### src/rtl/sem_pair_pkg.sv
package sem_pair_pkg;

    // Per-flag ownership state; *_WAIT_* states carry a recorded refused claim.
    typedef enum logic [2:0] {
        SEM_FREE          = 3'd0,
        SEM_HELD_L        = 3'd1,
        SEM_HELD_R        = 3'd2,
        SEM_HELD_L_WAIT_R = 3'd3,
        SEM_HELD_R_WAIT_L = 3'd4
    } sem_state_e;

endpackage

### src/rtl/sem_port_decode.sv
// Qualifies one port's strobes and decodes the flag index into one-hot
// claim / release vectors.
module sem_port_decode #(
    parameter int NUM_SEM = 8,
    parameter int ADDR_W  = 12,
    localparam int IDX_W  = $clog2(NUM_SEM)
) (
    input  logic               mem_en,
    input  logic               sel,
    input  logic               wr,
    input  logic               rd,
    input  logic [ADDR_W-1:0]  addr,
    input  logic               wbit,
    output logic [NUM_SEM-1:0] claim_vec,
    output logic [NUM_SEM-1:0] drop_vec,
    output logic               rd_go,
    output logic [IDX_W-1:0]   rd_idx
);

    logic             legal;
    logic             wr_go;
    logic [IDX_W-1:0] idx;
    logic             unused_hi;

    // memory enable together with select voids the whole access
    assign legal  = sel && !mem_en;
    assign wr_go  = legal && wr;
    assign rd_go  = legal && rd;
    // only the low index bits take part
    assign idx    = addr[IDX_W-1:0];
    assign rd_idx = idx;
    assign unused_hi = ^addr[ADDR_W-1:IDX_W];

    for (genvar i = 0; i < NUM_SEM; i++) begin : g_dec
        assign claim_vec[i] = wr_go && (idx == IDX_W'(i)) && !wbit;
        assign drop_vec[i]  = wr_go && (idx == IDX_W'(i)) &&  wbit;
    end

endmodule

### src/rtl/sem_flag_fsm.sv
// One ownership flag: grant, refusal with recording, handover, cancel, tie split.
module sem_flag_fsm
    import sem_pair_pkg::*;
(
    input  logic clk,
    input  logic rst,
    input  logic prio_left,
    input  logic claim_l,
    input  logic drop_l,
    input  logic claim_r,
    input  logic drop_r,
    output logic own_l,
    output logic own_r,
    output logic tie
);

    sem_state_e state_q;
    sem_state_e state_d;

    // state register
    always_ff @(posedge clk) begin
        if (rst) state_q <= SEM_FREE;
        else     state_q <= state_d;
    end

    // next state
    always_comb begin
        state_d = state_q;
        unique case (state_q)
            SEM_FREE: begin
                if (claim_l && claim_r)   // tie split
                    state_d = prio_left ? SEM_HELD_L_WAIT_R : SEM_HELD_R_WAIT_L;
                else if (claim_l)         // grant
                    state_d = SEM_HELD_L;
                else if (claim_r)
                    state_d = SEM_HELD_R;
            end
            SEM_HELD_L: begin
                if (drop_l)               // release / R4 same-cycle handover
                    state_d = claim_r ? SEM_HELD_R : SEM_FREE;
                else if (claim_r)         // deny and record
                    state_d = SEM_HELD_L_WAIT_R;
            end
            SEM_HELD_R: begin
                if (drop_r)
                    state_d = claim_l ? SEM_HELD_L : SEM_FREE;
                else if (claim_l)
                    state_d = SEM_HELD_R_WAIT_L;
            end
            SEM_HELD_L_WAIT_R: begin
                if (drop_l && drop_r)     // double drop
                    state_d = SEM_FREE;
                else if (drop_l)          // handover
                    state_d = SEM_HELD_R;
                else if (drop_r)          // cancel
                    state_d = SEM_HELD_L;
            end
            SEM_HELD_R_WAIT_L: begin
                if (drop_l && drop_r)
                    state_d = SEM_FREE;
                else if (drop_r)
                    state_d = SEM_HELD_L;
                else if (drop_l)
                    state_d = SEM_HELD_R;
            end
            default: state_d = SEM_FREE;
        endcase
    end

    // outputs
    always_comb begin
        own_l = 1'b0;
        own_r = 1'b0;
        tie   = 1'b0;
        unique case (state_q)
            SEM_FREE:          tie   = claim_l && claim_r;
            SEM_HELD_L:        own_l = 1'b1;
            SEM_HELD_L_WAIT_R: own_l = 1'b1;
            SEM_HELD_R:        own_r = 1'b1;
            SEM_HELD_R_WAIT_L: own_r = 1'b1;
            default: ;
        endcase
    end

endmodule

### src/rtl/sem_tie_prio.sv
// Alternating tie-break priority shared by all flags.
module sem_tie_prio #(
    parameter int NUM_SEM = 8
) (
    input  logic               clk,
    input  logic               rst,
    input  logic [NUM_SEM-1:0] tie_vec,
    output logic               prio_left
);

    always_ff @(posedge clk) begin
        if (rst)           prio_left <= 1'b1;
        else if (|tie_vec) prio_left <= !prio_left;
    end

endmodule

### src/rtl/sem_read_reg.sv
// Per-port read capture register: holds its value between reads.
module sem_read_reg #(
    parameter int NUM_SEM = 8,
    parameter int DATA_W  = 8,
    localparam int IDX_W  = $clog2(NUM_SEM)
) (
    input  logic               clk,
    input  logic               rst,
    input  logic               rd_go,
    input  logic [IDX_W-1:0]   rd_idx,
    input  logic [NUM_SEM-1:0] own_vec,
    output logic [DATA_W-1:0]  rdata
);

    always_ff @(posedge clk) begin
        if (rst)        rdata <= '1;
        else if (rd_go) rdata <= {DATA_W{!own_vec[rd_idx]}};
    end

endmodule

### src/rtl/sem_pair_unit.sv
module sem_pair_unit #(
    parameter int NUM_SEM = 8,
    parameter int ADDR_W  = 12,
    parameter int DATA_W  = 8,
    localparam int IDX_W  = $clog2(NUM_SEM)
) (
    input  logic              clk,
    input  logic              rst,
    input  logic              l_mem_en,
    input  logic              l_sel,
    input  logic              l_wr,
    input  logic              l_rd,
    input  logic [ADDR_W-1:0] l_addr,
    input  logic              l_wbit,
    output logic [DATA_W-1:0] l_rdata,
    input  logic              r_mem_en,
    input  logic              r_sel,
    input  logic              r_wr,
    input  logic              r_rd,
    input  logic [ADDR_W-1:0] r_addr,
    input  logic              r_wbit,
    output logic [DATA_W-1:0] r_rdata
);

    logic [NUM_SEM-1:0] claim_l, drop_l, claim_r, drop_r;
    logic [NUM_SEM-1:0] own_l, own_r, tie_vec;
    logic               rd_go_l, rd_go_r;
    logic [IDX_W-1:0]   rd_idx_l, rd_idx_r;
    logic               prio_left;

    sem_port_decode #(.NUM_SEM(NUM_SEM), .ADDR_W(ADDR_W)) u_dec_l (
        .mem_en(l_mem_en), .sel(l_sel), .wr(l_wr), .rd(l_rd),
        .addr(l_addr), .wbit(l_wbit),
        .claim_vec(claim_l), .drop_vec(drop_l),
        .rd_go(rd_go_l), .rd_idx(rd_idx_l)
    );

    sem_port_decode #(.NUM_SEM(NUM_SEM), .ADDR_W(ADDR_W)) u_dec_r (
        .mem_en(r_mem_en), .sel(r_sel), .wr(r_wr), .rd(r_rd),
        .addr(r_addr), .wbit(r_wbit),
        .claim_vec(claim_r), .drop_vec(drop_r),
        .rd_go(rd_go_r), .rd_idx(rd_idx_r)
    );

    sem_tie_prio #(.NUM_SEM(NUM_SEM)) u_prio (
        .clk(clk), .rst(rst), .tie_vec(tie_vec), .prio_left(prio_left)
    );

    // one independent state machine per flag
    for (genvar i = 0; i < NUM_SEM; i++) begin : g_flag
        sem_flag_fsm u_flag (
            .clk(clk), .rst(rst), .prio_left(prio_left),
            .claim_l(claim_l[i]), .drop_l(drop_l[i]),
            .claim_r(claim_r[i]), .drop_r(drop_r[i]),
            .own_l(own_l[i]), .own_r(own_r[i]), .tie(tie_vec[i])
        );
    end

    sem_read_reg #(.NUM_SEM(NUM_SEM), .DATA_W(DATA_W)) u_rd_l (
        .clk(clk), .rst(rst), .rd_go(rd_go_l), .rd_idx(rd_idx_l),
        .own_vec(own_l), .rdata(l_rdata)
    );

    sem_read_reg #(.NUM_SEM(NUM_SEM), .DATA_W(DATA_W)) u_rd_r (
        .clk(clk), .rst(rst), .rd_go(rd_go_r), .rd_idx(rd_idx_r),
        .own_vec(own_r), .rdata(r_rdata)
    );

endmodule

### config.mk
export PLATFORM = sky130hd
export DESIGN_NAME = sem_pair_unit
export DESIGN_NICKNAME = d
export VERILOG_FILES = /design/src/rtl/sem_pair_pkg.sv /design/src/rtl/sem_port_decode.sv /design/src/rtl/sem_flag_fsm.sv /design/src/rtl/sem_tie_prio.sv /design/src/rtl/sem_read_reg.sv /design/src/rtl/sem_pair_unit.sv
export SDC_FILE = /design/constraint.sdc
export NUM_CORES = 1
export LEC_CHECK = 0
export BUFFER_PORTS_ARGS = -buffer_cell sky130_fd_sc_hd__buf_2
export CORE_UTILIZATION = 58
export DETAILED_ROUTE_END_ITERATION = 7
export PLACE_DENSITY = 0.81
export SYNTH_ARGS = -nofsm -noshare
export SYNTH_HDL_FRONTEND = slang
export SYNTH_SLANG_ARGS = --single-unit
### constraint.sdc
create_clock -name clk -period 2.1 [get_ports clk]
set_input_delay 0.42 -clock clk [delete_from_list [all_inputs] [get_ports clk]]
set_output_delay 0.42 -clock clk [all_outputs]
set_load 0.02 [all_outputs]
==> implementation parameters, run 1 <==
Parameter                              Value

Layout
  Total of fill cells in the finished design ... between 400 and 500
  Area of the multi-input gates ... 2440 µm²
  Leading cell type in the layout, fill and taps excluded ... sky130_fd_sc_hd__buf_4
  Area added between synthesis and finish ... 12.1%
  NumNets Final ... 554
  Layout cells sized above 1 ... 0.195
  Register area ... 541 µm²
  Leading cell types in the layout, fill and taps excluded ... sky130_fd_sc_hd__buf_4 (52), sky130_fd_sc_hd__nor2_1 (42), sky130_fd_sc_hd__nand2_1 (36), sky130_fd_sc_hd__nor3_1 (33), sky130_fd_sc_hd__buf_2 (33)
  Finished layout cell area ... 3730 µm²
  Count of inserted antenna diode cells ... 0
  Count of non-filler cells in the finished layout ... around 590

Detailed routing
  Post-Route WL ... 10200 µm
  Antenna violation net count after detailed routing ... 0
  Via-per-instance ratio ... roughly 6.7
  TritonRoute pass-1 iters ... 6
  Via total after detailed routing ... 3957
  Count of routing violations after the opening detailed-route iteration ... about 330
  Total DRC errors in the routed layout ... 0
  Mean routed wirelength per cell ... 17.3 µm

Timing
  Peak clock frequency supported by timing ... 532 MHz
  RSZ-0062 raised after global routing ... no
  Final setup skew ... 0.00378 ns
  Worst rel slew slack ... 0.686
  Count of pins over their slew limit ... 0
  Final number of hold-violating endpoints ... 0
  Setup-violating endpoint count in the final report ... 0
  Pin slew with the least headroom to its limit ... 0.471 ns
  Period utilization ... 0.895
  Final Critical Period ... 1.88 ns
  Total Neg Setup Slack ... 0 ns

Synthesis
  Register bit total from synthesis ... 27
  Synth unique cells ... 73
  Number of nets in the synthesized netlist ... 521
  EDFF count, synth ... 0
  Share of synthesized registers carrying an async set or reset ... 0
  Mapped Cells ... 485
  Seq/Total Area, Yosys ... 0.163
  Total standard cell area after synthesis ... 3320 µm²
  Dominant synthesized flop cell ... sky130_fd_sc_hd__dfxtp_1
  Mapped Avg Cell Area ... 6.85 µm²
  Yosys warns ... 0

Global route
  Pin count of the biggest net entering global routing ... 26
  Global-route met1 utilization ... 0.444
  Overall Global Routing Usage ... 0.348
  Sum of overflow across all layers after global routing ... 0
  Most used routing layer ... met2
  Global-route track usage on met2 ... 0.566
  Number of antenna violations at the first check in global routing ... 0
  Global-route wire length before repair ... 16900 µm
  Via count of the first global-routing pass ... 3605
  Global Route met3 Usage ... 0.0647

Setup path
  Arrival time of data at the critical path endpoint ... 2.12 ns
  Slowest stage cell, crit path ... sky130_fd_sc_hd__and4bb_1
  Capturing element type of the critical path ... register
  Worst-path cell chain ... buf_2 > and4bb_1 > and3_1 > nor3_1 > a211o_1 > a2111oi_0 > or3_1
  Sort of element at the start of the critical path ... input pin
  Critical path's top delay family ... simple AND/OR/NAND/NOR gates
  Critical path type ... in2reg
  Worst endpoint required time ... around 2.3 ns
  Crit path largest cell delay ... 0.38 ns
  Crit Path Max Fanout ... 5
  Total buffers and inverters traversed by the critical path ... 1

Floorplan
  Area of the die ... 6040 µm²
  Area inside the core boundary ... 5510 µm²
  Initial standard-cell utilization of the core ... 0.604
  Row count ... 27
  Width of the die ... 77.7 µm
  IO Pins ... 52
  Die Y ... 77.7 µm

Clock network
  Post-CTS setup repair buffer count ... 0
  Maximum buffer depth of the clock tree ... 2
  Root buffer cell ... sky130_fd_sc_hd__clkbuf_8
  Clock tree sinks ... 27
  CTS H-tree lvls ... 1
  Number of buffers inserted by hold repair at cts ... 0
  TritonCTS buffer count ... 3
  Clock transition time at the flip-flop clock pins of the worst setup and hold paths ... ~0.10 ns
  Clock insertion delay at the later pin of the skew report ... roughly 0.29 ns
  Count of cells resized by post-cts repair ... 0
  CTS tree ... built

Placement
  Placement Cell Area ... between 3000 and 4000 µm²
  HPWL after detailed placement ... ~7700 µm
  Number of port buffers ... 33
  Number of cells in the design after placement ... 585
  Gpl congestion ... 0.957

Pwr
  Leakage power ... around 0.0013 µW
  Total power density per cell area ... 429 nW/µm²
  Largest voltage drop on the vdd net ... between 0.4 and 0.5 mV

Flow run
  Total of max-cap violations ... 0

Status
  Status ... complete, no violations

Hold path
  Hold/Removal Path Class ... in2reg
==> sequential cells by signal, indices dropped and copies added (netlist names) <==
signal and flops:
u_rd_l.rdata 1, u_rd_r.rdata 1, g_flag.u_flag.state_q 24, u_prio.prio_left 1
==> path summary, 6_finish.rpt <==
check / endpoint / cells after the start / slack, ns / from
hold reg to reg: u_rd_l.rdata[0] / 2 / 0.59 / u_rd_l.rdata[0]
hold / removal: u_rd_r.rdata[0] / 3 / 0.44 / r_rd
setup / recovery: g_flag[2].u_flag.state_q[1] / 7 / 0.22 / r_mem_en
setup reg to reg: g_flag[2].u_flag.state_q[1] / 7 / 0.30 / g_flag[2].u_flag.state_q[2]
==> metrics by stage <==
stage / hold WS (ns) / worst slack (ns) / total power (µW) / utilization
6_report: 0.439 / 0.221 / 1600 / 0.677
5_1_grt: 0.492 / 0.101 / 1700 / 0.677
4_1_cts: 0.442 / 0.241 / 1590 / 0.677
3_5_place_dp: 0.587 / -0.0539 / 1270 / 0.669
3_3_place_gp: 0.554 / -0.0349 / 1260 / 0.669
2_1_floorplan: 0.540 / 0.194 / 1110 / -
==> Yosys cell counts (all sizes together), types with 6 or more instances <==
library cell,n,share of area
a211oi,6,0.014
a21oi,32,0.048
a31oi,8,0.015
buf,31,0.062
clkbuf,27,0.030
dfxtp,27,0.16
inv,9,0.010
nand2,36,0.041
nand2b,18,0.034
nand3,23,0.036
nand3b,7,0.016
nor2,42,0.047
nor2b,12,0.023
nor3,38,0.067
nor4,7,0.013
o211ai,6,0.014
o21ai,29,0.044
o22ai,6,0.011
o31ai,7,0.016
or3,10,0.019
xnor2,9,0.024
xor2,7,0.018
==> power breakdown <==
part	leakage (µW)	total (µW)	internal (µW)	switching [µW]
clock network	0.0000228	324	137	187
logic	0.00108	640	293	347
registers	0.000219	636	552	83.9
total	0.00132	1600	982	619
==> layer usage <==
metal / routed length (µm) / vias to the layer above
li1: - / 1857
met1: 4230 / 1833
met2: 4690 / 239
met3: 1010 / 28
met4: 282 / 0
met5: 0 / -
==> cell type report <==
class | instances | area share
Tap cell | 72 | 0.0242
Timing Repair Buffer | 86 | 0.154
Clock buffer | 4 | 0.0121
Sequential cell | 27 | 0.145
Inverter | 10 | 0.0101
Multi-Input combinational cell | 390 | 0.654
==> worst register-to-register path, delay by kind of cell (launching register included) <==
| kind | cells | cell delay (ns) |
|---|---|---|
| buffers and inverters | 1 | 0.11 |
| AOI/OAI and AO/OA | 2 | 0.23 |
| DFF | 1 | 0.47 |
| and+or+nand+nor | 4 | 0.89 |
==> cells by family after synthesis <==
family,Yosys count,synth area share
AND/OR/NAND/NOR,222,0.368
AO/OA/AOI/OAI,147,0.299
buffers and inverters,68,0.104
flip-flops,27,0.163
XOR/XNOR,16,0.0422
multiplexers,5,0.0248
Power figures use the tool's default switching activity.
==> inputs of run 2 (changes only) <==
--- a/config.mk
+++ b/config.mk
@@ -5,8 +5,9 @@
 export SDC_FILE = /design/constraint.sdc
 export NUM_CORES = 1
 export LEC_CHECK = 0
+export ABC_AREA = 1
 export BUFFER_PORTS_ARGS = -buffer_cell sky130_fd_sc_hd__buf_2
-export CORE_UTILIZATION = 58
+export CORE_UTILIZATION = 57
 export DETAILED_ROUTE_END_ITERATION = 7
 export PLACE_DENSITY = 0.81
 export SYNTH_ARGS = -nofsm -noshare
==> implementation parameters, run 2 <==
Parameter                              Value

Status
  Status ... complete, no violations

Floorplan
  IO Pins ... 52 (unchanged)
  Area inside the core boundary ... 4880 µm² (-11%)
  Initial standard-cell utilization of the core ... 0.613 (+0.00884)
  Width of the die ... 74.4 µm (-4.2%)
  Row count ... 25 (-7.4%)
  Area of the die ... 5540 µm² (-8.3%)
  Die Y ... 74.4 µm (-4.2%)

Synthesis
  Seq/Total Area, Yosys ... 0.181 (+0.0182)
  Share of the synthesized area in the top cell type ... 0.229 (+0.0660)
  Register bit total from synthesis ... 27 (unchanged)
  Top post-synthesis cells by count ... sky130_fd_sc_hd__nand2_1 (182), sky130_fd_sc_hd__inv_1 (72), sky130_fd_sc_hd__nand3_1 (72), sky130_fd_sc_hd__nor2_1 (54), sky130_fd_sc_hd__a21oi_1 (30)
  Share of synthesized registers carrying an async set or reset ... 0 (unchanged)
  Total standard cell area after synthesis ... 2990 µm² (-10%)
  Most area-hungry cell type in the Yosys netlist ... sky130_fd_sc_hd__nand2_1
  Number of nets in the synthesized netlist ... 598 (+15%)
  Synth unique cells ... 29 (-60%)
  Dominant synthesized flop cell ... sky130_fd_sc_hd__dfxtp_1
  EDFF count, synth ... 0 (unchanged)
  Cell with the most instances after synthesis ... sky130_fd_sc_hd__nand2_1
  Largest cells by area after synthesis ... sky130_fd_sc_hd__nand2_1 (23%), sky130_fd_sc_hd__dfxtp_1 (18%), sky130_fd_sc_hd__nand3_1 (12%)
  Yosys warns ... 0 (unchanged)
  Mapped Cells ... 562 (+16%)
  Mapped Avg Cell Area ... 5.32 µm² (-22%)

Detailed routing
  Total DRC errors in the routed layout ... 0 (unchanged)
  Antenna violation net count after detailed routing ... 0 (unchanged)
  Via-per-instance ratio ... 5.58 (-17%)
  TritonRoute pass-1 iters ... 5 (-1)
  Via total after detailed routing ... 3610 (-8.8%)
  Post-Route WL ... 7890 µm (-23%)
  Mean routed wirelength per cell ... 12.2 µm (-30%)
  Count of routing violations after the opening detailed-route iteration ... 301 (-7.7%)

Layout
  Register area ... 541 µm² (unchanged)
  Leading cell type in the layout, fill and taps excluded ... sky130_fd_sc_hd__nand2_1
  Total of fill cells in the finished design ... 499 (+4.6%)
  Layout cells sized above 1 ... 0.124 (-0.0712)
  Area of the multi-input gates ... 2020 µm² (-17%)
  Leading cell types in the layout, fill and taps excluded ... sky130_fd_sc_hd__nand2_1 (182), sky130_fd_sc_hd__inv_1 (72), sky130_fd_sc_hd__nand3_1 (72), sky130_fd_sc_hd__nor2_1 (54), sky130_fd_sc_hd__buf_2 (33)
  Count of non-filler cells in the finished layout ... 647 (+9.8%)
  Count of inserted antenna diode cells ... 0 (unchanged)
  Area added between synthesis and finish ... 5.94%
  Largest register by flop count ... g_flag.u_flag.state_q
  Number of flip-flops in the largest register ... 24 (unchanged)
  NumNets Final ... 617 (+11%)

Placement
  Number of port buffers ... 33 (unchanged)
  Gpl congestion ... 0.894 (-6.6%)
  HPWL after detailed placement ... 6160 µm (-20%)
  Number of cells in the design after placement ... 643 (+9.9%)

Flow run
  Total of max-cap violations ... 0 (unchanged)

Setup path
  Sort of element at the start of the critical path ... input pin
  Crit Path Max Fanout ... 10 (+5)
  Critical path type ... in2reg
  Worst endpoint required time ... 2.31 ns (-0.03 ns)
  Arrival time of data at the critical path endpoint ... 1.78 ns (-0.34 ns)
  Capturing element type of the critical path ... register

Timing
  Count of pins over their slew limit ... 0 (unchanged)
  Total Neg Setup Slack ... 0 ns (unchanged)
  Final Critical Period ... 1.57 ns (-0.310 ns)
  Pin slew with the least headroom to its limit ... 0.512 ns (+0.0407 ns)
  Final number of hold-violating endpoints ... 0 (unchanged)
  Period utilization ... 0.747 (-0.147)
  Final setup skew ... 0.0108 ns (+0.00703 ns)
  RSZ-0062 raised after global routing ... no
  Worst rel slew slack ... 0.659 (-0.0267)
  Peak clock frequency supported by timing ... 637 MHz (+20%)
  Setup-violating endpoint count in the final report ... 0 (unchanged)

Global route
  Via count of the first global-routing pass ... 3132 (-13%)
  Number of antenna violations at the first check in global routing ... 0 (unchanged)
  Global-route track usage on met2 ... 0.518 (-0.0489)
  Global Route met3 Usage ... 0.0407 (-0.0241)
  Sum of overflow across all layers after global routing ... 0 (unchanged)
  Global-route met1 utilization ... 0.368 (-0.0768)
  Global-route wire length before repair ... 13000 µm (-23%)
  Overall Global Routing Usage ... 0.297 (-0.0505)
  Most used routing layer ... met2
  Pin count of the biggest net entering global routing ... 26 (unchanged)

Clock network
  CTS H-tree lvls ... 1 (unchanged)
  Clock insertion delay at the later pin of the skew report ... 0.29 ns (about the same)
  Root buffer cell ... sky130_fd_sc_hd__clkbuf_8
  Maximum buffer depth of the clock tree ... 2 (unchanged)
  Clock tree sinks ... 27 (unchanged)
  CTS tree ... built
  Count of cells resized by post-cts repair ... 0 (unchanged)
  Post-CTS setup repair buffer count ... 0 (unchanged)
  TritonCTS buffer count ... 3 (unchanged)
  Number of buffers inserted by hold repair at cts ... 0 (unchanged)
  Clock transition time at the flip-flop clock pins of the worst setup and hold paths ... 0.10 ns (about the same)

Pwr
  Largest voltage drop on the vdd net ... 0.393 mV (-13%)
  Leakage power ... 0.00158 µW (+19%)
  Total power density per cell area ... 531 nW/µm² (+24%)

Hold path
  Hold/Removal Path Class ... in2reg
[run 2: changes by cell type in the layout (fill, tap and decap cells not counted), moves of 9 or more]
cell                       previous run  this run
sky130_fd_sc_hd__nor3_1              33         4
sky130_fd_sc_hd__nand2_2              0        10
sky130_fd_sc_hd__nor2_1              42        54
sky130_fd_sc_hd__nor2b_1             11         0
sky130_fd_sc_hd__xnor2_1              9         0
sky130_fd_sc_hd__nand3_1             22        72
sky130_fd_sc_hd__nand2_1             36       182
sky130_fd_sc_hd__inv_1                8        72
sky130_fd_sc_hd__buf_4               52         3
sky130_fd_sc_hd__nand2b_1            18         0
sky130_fd_sc_hd__nand4_1              3        14
sky130_fd_sc_hd__nor2_2               0        13
sky130_fd_sc_hd__or3_1               10         0
[run 2: critical path, stage by stage]
cell and delay (ns):
sky130_fd_sc_hd__buf_2 0.09, sky130_fd_sc_hd__inv_1 0.11, sky130_fd_sc_hd__nand3_4 0.21, sky130_fd_sc_hd__nor2_2 0.21, sky130_fd_sc_hd__nand2_1 0.15, sky130_fd_sc_hd__nand3_1 0.10
sky130_fd_sc_hd__o21ai_0 0.10, sky130_fd_sc_hd__nor2_1 0.16, sky130_fd_sc_hd__nand2_1 0.08, sky130_fd_sc_hd__a21oi_1 0.14
[run 2: cells by family after synthesis]
family | count (synthesis) | share of synthesized area
AND/OR/NAND/NOR | 363 | 0.544
buffers and inverters | 98 | 0.142
AO/OA/AOI/OAI | 74 | 0.133
flip-flops | 27 | 0.181
[run 2: final cells by class]
type                       count  share of cell area
clock inverter                 1             0.00158
inverter                      76              0.0901
tap                           67              0.0265
timing repair buffer          36              0.0593
sequential                    27               0.171
multi-input combinational    437               0.639
clock buffer                   3              0.0130
[run 2: stage by stage]
| step | area, µm² | hold WS (ns) | total power, µW | utilization | setup slack [ns] |
|---|---|---|---|---|---|
| after global routing | 3170 | 0.478 | 1820 | 0.649 | 0.355 |
| final | 3170 | 0.463 | 1680 | 0.649 | 0.530 |
| after CTS | 3170 | 0.464 | 1680 | 0.649 | 0.555 |
| after detailed placement | 3120 | 0.489 | 1360 | 0.639 | 0.250 |
| after floorplan | 2990 | 0.470 | 1210 | - | 0.612 |
| after global placement | 3120 | 0.486 | 1340 | 0.639 | 0.305 |
[run 2: worst paths after layout]
path	from	to	slack, ns	depth (start not counted)
max reg2reg	g_flag[5].u_flag.state_q[0]	u_rd_r.rdata[0]	0.60	8
min reg2reg	g_flag[3].u_flag.state_q[2]	g_flag[3].u_flag.state_q[2]	0.50	2
max	r_mem_en	g_flag[7].u_flag.state_q[2]	0.53	10
min	r_rd	u_rd_r.rdata[0]	0.46	4
[run 2: power by group]
part	internal, µW	switching (µW)	leakage, µW
clock network	134	188	0.0000255
logic	251	486	0.00133
registers	568	55.4	0.000219
total	954	729	0.00158
[run 2: metal layers]
layer,vias to the layer above,share of wire
li1,1843,-
met4,0,0.020
met5,-,0
met2,142,0.46
met3,17,0.072
met1,1608,0.44
==> inputs of run 3 (changes only) <==
--- a/config.mk
+++ b/config.mk
@@ -5,9 +5,9 @@
 export SDC_FILE = /design/constraint.sdc
 export NUM_CORES = 1
 export LEC_CHECK = 0
-export ABC_AREA = 1
+export ABC_AREA = 0
 export BUFFER_PORTS_ARGS = -buffer_cell sky130_fd_sc_hd__buf_2
-export CORE_UTILIZATION = 57
+export CORE_UTILIZATION = 58
 export DETAILED_ROUTE_END_ITERATION = 7
 export PLACE_DENSITY = 0.81
 export SYNTH_ARGS = -nofsm -noshare
==> constraint.sdc (replaced) <==
create_clock -name clk -period 1.5 [get_ports clk]
set_input_delay 0.3 -clock clk [delete_from_list [all_inputs] [get_ports clk]]
set_output_delay 0.3 -clock clk [all_outputs]
set_load 0.02 [all_outputs]
==> implementation parameters, run 3 <==
Parameter                              Value

Status
  Status ... did not finish
  Stopping stage ... global routing
  First logged error message ... [ERROR GRT-0232] Routing congestion too high. Check the congestion heatmap in the GUI.

Clock network
  Number of buffers inserted by hold repair at cts ... 0 (unchanged)
  TritonCTS buffer count ... 3 (unchanged)
  Root buffer cell ... sky130_fd_sc_hd__clkbuf_8
  Maximum buffer depth of the clock tree ... 2 (unchanged)
  CTS H-tree lvls ... 1 (unchanged)
  Clock tree sinks ... 27 (unchanged)

Floorplan
  IO Pins ... 52 (unchanged)
  Die Y ... 77.7 µm (+4.4%)
  Width of the die ... 77.7 µm (+4.4%)
  Row count ... 27 (+8.0%)
  Initial standard-cell utilization of the core ... 0.604 (-0.00884)

Synthesis
  Yosys warns ... 0 (unchanged)
  Seq/Total Area, Yosys ... 0.163 (-0.0182)
  Dominant combinational cell family by area after synthesis ... simple AND/OR/NAND/NOR gates
  Simple-gate share of the synthesized area ... 0.368 (-0.176)
  Mapped Cells ... 485 (-14%)
  Share of the synthesized area in the top cell type ... 0.163 (-0.0660)
  EDFF count, synth ... 0 (unchanged)
  Cell with the most instances after synthesis ... sky130_fd_sc_hd__nor2_1
  Synthesized-area fraction occupied by ao, oa, aoi and oai cells ... 0.299 (+0.166)
  Register bit total from synthesis ... 27 (unchanged)
  Most area-hungry cell type in the Yosys netlist ... sky130_fd_sc_hd__dfxtp_1
  Synth Area in XOR/XNOR ... 0.0422 (+0.0422)
  Synth unique cells ... 73 (+150%)
  Total standard cell area after synthesis ... 3320 µm² (+11%)
  Mapped Avg Cell Area ... 6.85 µm² (+29%)
  Dominant synthesized flop cell ... sky130_fd_sc_hd__dfxtp_1
  Share of synthesized registers carrying an async set or reset ... 0 (unchanged)
  Top post-synthesis cells by count ... sky130_fd_sc_hd__nor2_1 (42), sky130_fd_sc_hd__nand2_1 (36), sky130_fd_sc_hd__nor3_1 (33), sky130_fd_sc_hd__a21oi_1 (32)
  Number of nets in the synthesized netlist ... 521 (-13%)
  Adder and majority gate portion of the synthesized area ... 0 (unchanged)
  Largest cells by area after synthesis ... sky130_fd_sc_hd__dfxtp_1 (16%), sky130_fd_sc_hd__nor3_1 (5.0%), sky130_fd_sc_hd__a21oi_1 (4.8%)
  Portion of netlist area occupied by mux cells ... 0.0248 (+0.0248)

Timing
  WEP type ... register data pin
  Worst endpoint after global-route timing repair ... g_flag[2].u_flag.state_q[1]$_SDFFE_PP0P_/D

Placement
  Number of cells in the design after placement ... 674 (+4.8%)
  Gpl congestion ... 1.03 (+15%)
  Number of port buffers ... 33 (unchanged)
  HPWL after detailed placement ... 9310 µm (+51%)

Global route
  Pin count of the biggest net entering global routing ... 26
  Overall Global Routing Usage ... 0.930
  Sum of overflow across all layers after global routing ... 415
-- run 3: cells by family after synthesis --
kind of cell	count (synthesis)
AO/OA/AOI/OAI	147
XOR/XNOR	16
buffers and inverters	68
flip-flops	27
multiplexers	5
AND/OR/NAND/NOR	222
-- run 3: repair_timing --
| item | CTS |
|---|---|
| setup buffers | 5 |
| pin swaps | 33 |
| setup endpoints to repair | 16 |
| resized for setup | 79 |
-- run 3: metal layers --
metal / overflow / GRT usage
met1: 2 / 0.870
met2: 296 / 1.23
met3: 2 / 0.633
met4: 115 / 1.09
met5: 0 / 0.0545
-- run 3: metrics by stage --
stage                     setup slack [ns]  TNS [ns]   util  area (µm²)  hold slack [ns]
after global placement              -0.398     -7.03  0.811        4470            0.537
after CTS                           -0.156    -0.371  0.879        4840            0.312
after floorplan                     -0.142     -1.05      -        3490            0.498
after detailed placement            -0.484     -8.08  0.811        4470            0.539
==> inputs of run 4 (changes only) <==
--- a/config.mk
+++ b/config.mk
@@ -7,9 +7,9 @@
 export LEC_CHECK = 0
 export ABC_AREA = 0
 export BUFFER_PORTS_ARGS = -buffer_cell sky130_fd_sc_hd__buf_2
-export CORE_UTILIZATION = 58
+export CORE_UTILIZATION = 40
 export DETAILED_ROUTE_END_ITERATION = 7
-export PLACE_DENSITY = 0.81
+export PLACE_DENSITY_LB_ADDON = 0.15
 export SYNTH_ARGS = -nofsm -noshare
 export SYNTH_HDL_FRONTEND = slang
 export SYNTH_SLANG_ARGS = --single-unit
==> implementation parameters, run 4 (synthesized netlist as in run 1, its figures left out) <==
Parameter                              Value

Timing
  Peak clock frequency supported by timing ... 583 MHz
  Pin slew with the least headroom to its limit ... 0.524 ns
  Final setup skew ... 0.0188 ns
  Count of pins over their slew limit ... 0
  Total Neg Setup Slack ... -0.906 ns
  Setup-violating endpoint count in the final report ... 10
  RSZ-0062 raised after global routing ... yes
  Final number of hold-violating endpoints ... 0
  Period utilization ... 1.14
  Final Critical Period ... around 1.7 ns
  PnR worst setup slack ... -0.214 ns
  Worst rel slew slack ... 0.646

Layout
  Number of flip-flops in the largest register ... 24
  Largest register by flop count ... g_flag.u_flag.state_q
  NumNets Final ... 654
  Post-Route Utilization ... 0.662
  Layout cells sized above 1 ... 0.493
  Count of inserted antenna diode cells ... 0
  Area added between synthesis and finish ... 57.0%
  Leading cell type in the layout, fill and taps excluded ... sky130_fd_sc_hd__buf_4
  Leading cell types in the layout, fill and taps excluded ... sky130_fd_sc_hd__buf_4 (141), sky130_fd_sc_hd__nor2_1 (39), sky130_fd_sc_hd__nand2_1 (32), sky130_fd_sc_hd__buf_2 (25), sky130_fd_sc_hd__a21oi_1 (24)

Global route
  Overall Global Routing Usage ... 0.283
  Via count of the first global-routing pass ... 3979
  Global Route met3 Usage ... 0.0447
  Pin count of the biggest net entering global routing ... 26
  Number of antenna violations at the first check in global routing ... 0
  Global-route met1 utilization ... 0.377
  Global-route wire length before repair ... 19500 µm
  Sum of overflow across all layers after global routing ... 0
  Most used routing layer ... met2
  Global-route track usage on met2 ... 0.458

Clock network
  Maximum buffer depth of the clock tree ... 2 (unchanged)
  Clock transition time at the flip-flop clock pins of the worst setup and hold paths ... between 0.1 and 0.15 ns
  CTS H-tree lvls ... 1 (unchanged)
  Root buffer cell ... sky130_fd_sc_hd__clkbuf_8
  Number of buffers inserted by hold repair at cts ... 0 (unchanged)
  Clock tree sinks ... 27 (unchanged)
  CTS tree ... built
  Clock insertion delay at the later pin of the skew report ... approximately 0.30 ns
  TritonCTS buffer count ... 3 (unchanged)

Pwr
  Leakage power ... 0.00205 µW
  Largest voltage drop on the vdd net ... 0.488 mV
  Total power density per cell area ... 536 nW/µm²

Setup path
  Critical path type ... in2reg
  Arrival time of data at the critical path endpoint ... 1.89 ns
  Worst endpoint required time ... 1.68 ns
  Crit path largest cell delay ... 0.34 ns
  Worst-path cell chain ... buf_2 > and4bb_2 > and3_1 > nor3_1 > a211o_1 > a2111oi_2 > or3_1
  Crit Path Max Fanout ... 4
  Slowest stage cell, crit path ... sky130_fd_sc_hd__or3_1
  Capturing element type of the critical path ... register
  Sort of element at the start of the critical path ... input pin
  Critical path's top delay family ... simple AND/OR/NAND/NOR gates
  Total buffers and inverters traversed by the critical path ... 1

Detailed routing
  Count of routing violations after the opening detailed-route iteration ... 339
  Antenna violation net count after detailed routing ... 0
  TritonRoute pass-1 iters ... 5
  Post-Route WL ... about 13000 µm
  Total DRC errors in the routed layout ... 0
  Via total after detailed routing ... 4326
  Via-per-instance ratio ... ~6
  Mean routed wirelength per cell ... 17.8 µm

Floorplan
  Die Y ... 93.2 µm (+20%)
  IO Pins ... 52 (unchanged)
  Area inside the core boundary ... 7890 µm²
  Row count ... 32 (+19%)
  Width of the die ... 93.2 µm (+20%)
  Area of the die ... 8680 µm²
  Initial standard-cell utilization of the core ... 0.421 (-0.182)

Status
  Status ... finished, violations left
  Failing checks ... negative setup slack

Placement
  Gpl congestion ... 0.956 (-7.0%)
  HPWL after detailed placement ... 9050 µm (-2.8%)
  Number of port buffers ... 33 (unchanged)

Flow run
  Total of max-cap violations ... 0

Hold path
  Hold/Removal Path Class ... in2reg
## run 4: worst paths after layout
check | startpoint | endpoint | slack [ns] | depth (start not counted)
worst max register to register | g_flag[2].u_flag.state_q[1] | g_flag[2].u_flag.state_q[2] | -0.17 | 5
worst min register to register | u_rd_l.rdata[0] | u_rd_l.rdata[0] | 0.58 | 2
worst min-delay path | r_mem_en | u_rd_r.rdata[0] | 0.29 | 3
worst max-delay path | r_wr | g_flag[2].u_flag.state_q[1] | -0.21 | 7
## run 4: what timing repair did
action,in CTS,in global routing
endpoints found under the setup margin,17,21
gates cloned,0,1
gates resized for setup,45,97
pin swaps,6,25
buffers inserted,2,11
## run 4: layout make-up
type | count | area [µm²]
clock buffer | 3 | 41.3
sequential | 27 | 568
tap | 102 | 128
inverter | 10 | 37.5
clock inverter | 1 | 5.00
multi-input combinational | 390 | 3000
fill | 638 | 2670
timing repair buffer | 186 | 1440
## run 4: routing by layer
metal | wire (µm) | up-vias
met2 | 6060 | 194
li1 | - | 2063
met1 | 5470 | 2027
met3 | 848 | 42
met4 | 422 | 0
met5 | 0 | -
## run 4: power by group
group | internal (µW) | switching (µW) | leakage, µW
clock | 188 | 295 | 0.0000255
sequential | 774 | 71.0 | 0.000227
combinational | 735 | 732 | 0.00180
total | 1700 | 1100 | 0.00205
## run 4: through the flow
step	worst slack [ns]	hold slack (ns)	total power (µW)	cells	cell area, µm²
floorplan	-0.142	0.498	1590	485	3490
global placement	-0.430	0.545	2050	701	4480
detailed placement	-0.413	0.570	2060	701	4480
CTS	-0.0960	0.295	2620	707	4710
global route	-0.254	0.300	2930	719	5220
finish	-0.214	0.290	2800	719	5220
## run 4: worst min-delay path, stage by stage
cell	delay, ns
sky130_fd_sc_hd__buf_8	0.07
sky130_fd_sc_hd__nand3b_1	0.11
sky130_fd_sc_hd__o21ai_0	0.08
